==> config.mk <==
export PLATFORM = sky130hd
export DESIGN_NAME = lock_mgr
export DESIGN_NICKNAME = d
export VERILOG_FILES = /design/src/rtl/lkm_pkg.sv /design/src/rtl/lkm_seq.sv /design/src/rtl/lkm_cell.sv /design/src/rtl/lkm_status.sv /design/src/rtl/lock_mgr.sv
export SDC_FILE = /design/constraint.sdc
export NUM_CORES = 1
export LEC_CHECK = 0
export ABC_AREA = 1
export BUFFER_PORTS_ARGS = -buffer_cell sky130_fd_sc_hd__buf_2
export CORE_UTILIZATION = 50
export CTS_BUF_LIST = sky130_fd_sc_hd__clkbuf_4
export DETAILED_ROUTE_END_ITERATION = 6
export PLACE_DENSITY = 0.72
export SLEW_MARGIN = 0
export SYNTH_ARGS = -nofsm -noshare
export SYNTH_HDL_FRONTEND = slang
export SYNTH_HIERARCHICAL = 1
export SYNTH_SLANG_ARGS = --single-unit
==> constraint.sdc <==
create_clock -name clk -period 3.3 [get_ports clk]
set_input_delay 0.33 -clock clk [delete_from_list [all_inputs] [get_ports clk]]
set_output_delay 0.33 -clock clk [all_outputs]
set_load 0.02 [all_outputs]
==> src/rtl/lkm_pkg.sv <==
package lkm_pkg;

  // protection state; the bit pattern is the query code
  typedef enum logic [1:0] {
    LK_OPEN   = 2'b00,
    LK_HELD   = 2'b01,
    LK_FROZEN = 2'b11
  } lk_state_e;

  // decoded second-cycle action
  typedef enum logic [2:0] {
    EV_NONE,
    EV_SET,
    EV_CLR,
    EV_FRZ,
    EV_BAD
  } lk_ev_e;

  localparam logic [7:0] CMD_ARM  = 8'h60;
  localparam logic [7:0] CMD_SET  = 8'h01;
  localparam logic [7:0] CMD_CLR  = 8'hD0;
  localparam logic [7:0] CMD_FRZ  = 8'h2F;

  // classify the byte that follows an arm
  function automatic lk_ev_e lk_decode(logic [7:0] code);
    case (code)
      CMD_SET: return EV_SET;
      CMD_CLR: return EV_CLR;
      CMD_FRZ: return EV_FRZ;
      default: return EV_BAD;
    endcase
  endfunction

  // state transition for one block under one action
  function automatic lk_state_e lk_next(lk_state_e cur, lk_ev_e ev);
    if (cur == LK_FROZEN) return LK_FROZEN;
    case (ev)
      EV_SET:  return LK_HELD;
      EV_CLR:  return LK_OPEN;
      EV_FRZ:  return LK_FROZEN;
      default: return cur;
    endcase
  endfunction

endpackage

==> src/rtl/lkm_seq.sv <==
module lkm_seq
  import lkm_pkg::*;
#(
  parameter int BLK_W = 4
) (
  input  logic             clk,
  input  logic             rst_n,
  input  logic             cmd_valid,
  input  logic [7:0]       cmd_code,
  input  logic [BLK_W-1:0] cmd_blk,
  output lk_ev_e           ev,
  output logic [BLK_W-1:0] ev_blk,
  output logic             armed
);

  logic armed_q;
  logic arm_hit;
  logic finish_hit;

  assign arm_hit    = !armed_q && cmd_valid && (cmd_code == CMD_ARM);
  assign finish_hit = armed_q && cmd_valid;

  always_ff @(posedge clk or negedge rst_n) begin
    if (!rst_n)          armed_q <= 1'b0;
    else if (finish_hit) armed_q <= 1'b0;
    else if (arm_hit)    armed_q <= 1'b1;
  end

  assign ev     = finish_hit ? lk_decode(cmd_code) : EV_NONE;
  assign ev_blk = cmd_blk;
  assign armed  = armed_q;

  AST_ARM_SETS: assert property (@(posedge clk) disable iff (!rst_n)
    (!armed && cmd_valid && cmd_code == CMD_ARM) |=> armed);
  AST_ARM_ONE_SHOT: assert property (@(posedge clk) disable iff (!rst_n)
    (armed && cmd_valid) |=> !armed);

endmodule

==> src/rtl/lkm_cell.sv <==
module lkm_cell
  import lkm_pkg::*;
(
  input  logic      clk,
  input  logic      rst_n,
  input  logic      hit,
  input  lk_ev_e    ev,
  output lk_state_e st
);

  lk_state_e st_q;

  always_ff @(posedge clk or negedge rst_n) begin
    if (!rst_n)   st_q <= LK_HELD;
    else if (hit) st_q <= lk_next(st_q, ev);
  end

  assign st = st_q;

  AST_SET_PROTECTS: assert property (@(posedge clk) disable iff (!rst_n)
    (hit && ev == EV_SET) |=> (st != LK_OPEN));
  AST_CLR_OPENS: assert property (@(posedge clk) disable iff (!rst_n)
    (hit && ev == EV_CLR && st != LK_FROZEN) |=> (st == LK_OPEN));
  AST_FRZ_FREEZES: assert property (@(posedge clk) disable iff (!rst_n)
    (hit && ev == EV_FRZ) |=> (st == LK_FROZEN));
  AST_FROZEN_STAYS: assert property (@(posedge clk) disable iff (!rst_n)
    (st == LK_FROZEN) |=> (st == LK_FROZEN));
  AST_BAD_NO_CHANGE: assert property (@(posedge clk) disable iff (!rst_n)
    (ev == EV_BAD) |=> $stable(st));

endmodule

==> src/rtl/lkm_status.sv <==
module lkm_status (
  input  logic clk,
  input  logic rst_n,
  input  logic seq_err,
  input  logic refuse,
  input  logic refuse_erase,
  output logic sr_lock_err,
  output logic sr_prog_err,
  output logic sr_erase_err
);

  logic lock_q, prog_q, erase_q;
  logic set_prog, set_erase;

  assign set_prog  = seq_err || (refuse && !refuse_erase);
  assign set_erase = seq_err || (refuse && refuse_erase);

  always_ff @(posedge clk or negedge rst_n) begin
    if (!rst_n) begin
      lock_q  <= 1'b0;
      prog_q  <= 1'b0;
      erase_q <= 1'b0;
    end else begin
      lock_q  <= lock_q  | refuse;
      prog_q  <= prog_q  | set_prog;
      erase_q <= erase_q | set_erase;
    end
  end

  assign sr_lock_err  = lock_q;
  assign sr_prog_err  = prog_q;
  assign sr_erase_err = erase_q;

  AST_SEQ_ERR_FLAGS: assert property (@(posedge clk) disable iff (!rst_n)
    seq_err |=> (sr_prog_err && sr_erase_err));
  AST_REFUSE_FLAGS: assert property (@(posedge clk) disable iff (!rst_n)
    refuse |=> (sr_lock_err && ($past(refuse_erase) ? sr_erase_err : sr_prog_err)));
  AST_LOCK_FLAG_STICKY: assert property (@(posedge clk) disable iff (!rst_n)
    sr_lock_err |=> sr_lock_err);
  AST_SEQ_FLAGS_STICKY: assert property (@(posedge clk) disable iff (!rst_n)
    (sr_prog_err && sr_erase_err) |=> (sr_prog_err && sr_erase_err));

endmodule

==> src/rtl/lock_mgr.sv <==
module lock_mgr
  import lkm_pkg::*;
#(
  parameter int NUM_BLK = 16,
  localparam int BLK_W = (NUM_BLK > 1) ? $clog2(NUM_BLK) : 1
) (
  input  logic               clk,
  input  logic               rst_n,
  input  logic               cmd_valid,
  input  logic [7:0]         cmd_code,
  input  logic [BLK_W-1:0]   cmd_blk,
  input  logic               op_valid,
  input  logic               op_erase,
  input  logic [BLK_W-1:0]   op_blk,
  input  logic [BLK_W-1:0]   qry_blk,
  output logic [1:0]         qry_state,
  output logic [NUM_BLK-1:0] blk_allowed,
  output logic               sr_lock_err,
  output logic               sr_prog_err,
  output logic               sr_erase_err
);

  function automatic logic in_range(logic [BLK_W-1:0] a);
    return int'(a) < NUM_BLK;
  endfunction

  lk_ev_e           seq_ev;
  logic [BLK_W-1:0] seq_blk;
  logic             seq_armed;
  logic             seq_err;
  logic             op_refuse;
  lk_state_e        blk_st [NUM_BLK];

  lkm_seq #(.BLK_W(BLK_W)) u_seq (
    .clk       (clk),
    .rst_n     (rst_n),
    .cmd_valid (cmd_valid),
    .cmd_code  (cmd_code),
    .cmd_blk   (cmd_blk),
    .ev        (seq_ev),
    .ev_blk    (seq_blk),
    .armed     (seq_armed)
  );

  assign seq_err = (seq_ev == EV_BAD);

  for (genvar i = 0; i < NUM_BLK; i++) begin : g_blk
    logic hit;
    assign hit = (seq_ev != EV_NONE) && (seq_blk == BLK_W'(i));
    lkm_cell u_cell (
      .clk   (clk),
      .rst_n (rst_n),
      .hit   (hit),
      .ev    (seq_ev),
      .st    (blk_st[i])
    );
    assign blk_allowed[i] = (blk_st[i] == LK_OPEN);
  end

  assign qry_state = in_range(qry_blk) ? 2'(blk_st[qry_blk]) : 2'(LK_HELD);
  assign op_refuse = op_valid && !(in_range(op_blk) && blk_allowed[op_blk]);

  lkm_status u_status (
    .clk          (clk),
    .rst_n        (rst_n),
    .seq_err      (seq_err),
    .refuse       (op_refuse),
    .refuse_erase (op_erase),
    .sr_lock_err  (sr_lock_err),
    .sr_prog_err  (sr_prog_err),
    .sr_erase_err (sr_erase_err)
  );

  AST_QRY_CODE_LEGAL: assert property (@(posedge clk) disable iff (!rst_n)
    qry_state != 2'b10);
  AST_IDLE_NO_ACTION: assert property (@(posedge clk) disable iff (!rst_n)
    (!seq_armed && !(cmd_valid && cmd_code == CMD_ARM)) |=> $stable(blk_allowed));

endmodule

==> summary.md <==
| Metric | Value |
|---|---|
| Startpoint Class | register |
| Peak supply drop | 0.128 mV |
| Flops & latches, synth | 36 |
| Port Buffer Count | 45 |
| Final WL | 7.22 mm |
| DR DRC count | 0 |
| Worst-Margin Slew | 0.814 ns |
| Relative slew margins | 45.8% |
| Num CTS Buffers | 5 |
| Leading post-synthesis cells by cell area | nand2_1, dfrtp_1, dfstp_2 |
| Worst path most repeated cell | nand2_1 |
| Hold crit path type | in2async |
| Cell Area, Synth | 0.00303 mm^2 |
| CP startpoint | u_seq/armed |
| Clk slew on worst S/H paths | 0.11 ns |
| Setup repair after global routing missed its margin | no |
| Overflow after GRT | 0 |
| Syn nets | 516 |
| Setup CP Type | reg2reg |
| Initial antenna violation count | 0 |
| Starting Density | 53.4% |
| Skew final | 0.00587 ns |
| CTS Root Cell | clkbuf_4 |
| PD cells | 234 mW/mm^2 |
| CP Capture Type | register |
| Outcome | finished clean |
| Routed WL per cell | 11.9 um |
| Row count | 27 |
| Pin count of the biggest net entering global routing | 37 |
| Sequential fraction of the synthesis area | 30.4% |
| Avg Inst Size Synth | 6.17 um^2 |
| Multi-input logic area | 0.00182 mm^2 |
| Starting DRT DRC Count | 228 |
| Core area | 0.00568 mm^2 |
| NumNets Final | 561 |
| # fillers | 595 |
| Final setup viols | 0 |
| Antenna-violating nets left | 0 |
| Setup WS pre-CTS | 1.19 ns |
| TritonCTS clock tree | yes |
| Lkg Pwr | 1.88 nW |
| Total negative slack | 0 ns |
| Antenna diodes | 0 |
| CP Buf/Inv Count | 3 |
| Critical Path Fanout Max | 18 |
| Setup bufs post-CTS | 0 |
| Num Clock Sinks | 36 |
| Syn. warnings | 6 |
| CP max stage cell | dfrtp_1 |
| Ports | 46 |
| Crit path depth | 12 |
| Post_cts resized | 0 |
| Share of layout cells above drive strength 1 | 27.7% |
| Cts hold-fix bufs | 0 |
| Capture point of the worst reg-to-reg path | g_blk[14].u_cell/st[1] |
| DIE AREA | 0.00637 mm^2 |
| Yosys top cell by area | nand2_1 |
| Cell Chain, Critical Path | nand2_1 -> inv_1 -> nand2_1 -> nor2_2 -> buf_4 -> nor3_2 -> inv_1 -> nand3_1 -> nor2_1 -> nand2_2 -> nand2_1 -> nand2_1 |
| DP HPWL | 5.58 mm |
| Period minus WS final | 1.99 ns |
| WHS | 0.0608 ns |
| # Max-Cap Violations | 0 |
| Vias | 3142 |
| Final worst-path setup slack | 1.31 ns |
| Unique masters post-synth | 26 |
| GRT Total Usage | 25.3% |
| First-pass DRT Iterations | 5 |
| Mapped Cells | 491 |
| Max Slew Vio Count | 0 |
| Worst path top cell family by delay | simple AND/OR/NAND/NOR gates |
| P&R area growth vs syn | 10.8% |
| Slowest stage delay, CP | 0.39 ns |
| Power Total | 0.787 mW |
| Die Y | 79.8 um |
| R2R cell count | 12 |
| Synth top area share | 24.8% |
| Setup crit end | g_blk[14].u_cell/st[1] |
| Gpl congestion | 0.814 |
| Reg2reg start | u_seq/armed |
| Crit path required time | 3.55 ns |
| Final hold violations | 0 |
| Sequential Area | 921 um^2 |
| CTS H-tree lvls | 2 |
| CTS max path bufs | 2 |
| Fmax | 503 MHz |
| Number of global-route vias before repair | 2793 |
| Clk_lat worst skew | 0.35 ns |
| R2r setup slk | 1.31 ns |
| DIE WIDTH | 79.8 um |
| Final period utilization | 60.2% |
| Critical Path AT | 2.24 ns |
| First-pass GRT wire length | 12.5 mm |
| Vias per cell | 5.16 |
-- through the flow --
stage	area, um^2	util, %	instances
after CTS	3360	59.1	609
after global routing	3360	59.1	609
after detailed placement	3300	58.1	601
final	3360	59.1	609
after global placement	3300	58.1	601
after floorplan	3030	-	491
-- sequential cells by signal (all words and copies together), names as in the netlist --
register and count:
g_blk.u_cell/st 32, u_seq/armed 1, u_status/sr_erase_err 1, u_status/sr_lock_err 1, u_status/sr_prog_err 1
-- layout by cell type (no fill, tap or decap), types with 16 or more instances in the layout --
cell type  instances
nand2_1          200
dfrtp_1           20
nand3_1           51
nor2_1            40
inv_1             41
inv_2             16
nand3_2           16
buf_2             45
dfstp_2           16
nand2_2           36
-- report_power, final --
part | switching (mW) | internal, mW
registers | 0.000131 | 0.442
logic | 0.0651 | 0.0315
clock network | 0.148 | 0.0995
-- worst min path at each step --
| stage | slack (ns) | start | end |
|---|---|---|---|
| finish | 0.06 | rst_n | g_blk[15].u_cell/st[1] |
| global route | 0.12 | rst_n | g_blk[15].u_cell/st[1] |
| CTS | 0.09 | rst_n | g_blk[15].u_cell/st[1] |
| detailed placement | 0.45 | u_status/sr_erase_err | u_status/sr_erase_err |
| global placement | 0.44 | u_status/sr_lock_err | u_status/sr_lock_err |
| floorplan | 0.03 | rst_n | g_blk[0].u_cell/st[1] |
-- routing by layer --
metal | global-route usage (%) | share of wire, % | up-vias | wire length, um
met3 | 3.54 | 4.5 | 11 | 325
met2 | 42.4 | 48 | 83 | 3430
li1 | - | - | 1622 | -
met5 | 0 | 0 | - | 0
met1 | 33.5 | 46 | 1426 | 3340
met4 | 8.21 | 1.7 | 0 | 124
-- cell usage after synthesis --
master,n
nand2_1,200
nand3_1,51
inv_1,41
nor2_1,41
nand2_2,36
dfrtp_1,20
dfstp_2,16
inv_2,16
nand3_2,16
a21oi_1,8
o21ai_1,8
buf_4,6
o211ai_1,6
o21ai_0,6
a21oi_2,3
nor2_2,3
or2_1,3
buf_2,2
buf_6,2
inv_4,1
mux2i_1,1
nand4_1,1
nor3_1,1
nor3_2,1
nor3b_1,1
nor4_1,1
-- logic make-up after synthesis --
| logic type | synth area share, % |
|---|---|
| simple gates | 53.4 |
| buf+inv | 9.83 |
| flops | 30.4 |
| compound gates | 5.99 |
| mux | 0.331 |
-- area by class of cell --
cell class | count | share of cell area (%)
tap | 72 | 2.68
inverter | 58 | 6.56
multi-input combinational | 387 | 54.2
clock inverter | 1 | 0.149
timing repair buffer | 48 | 7.38
sequential | 36 | 27.4
clock buffer | 7 | 1.57
No activity file was read; power rests on OpenSTA's default activity.
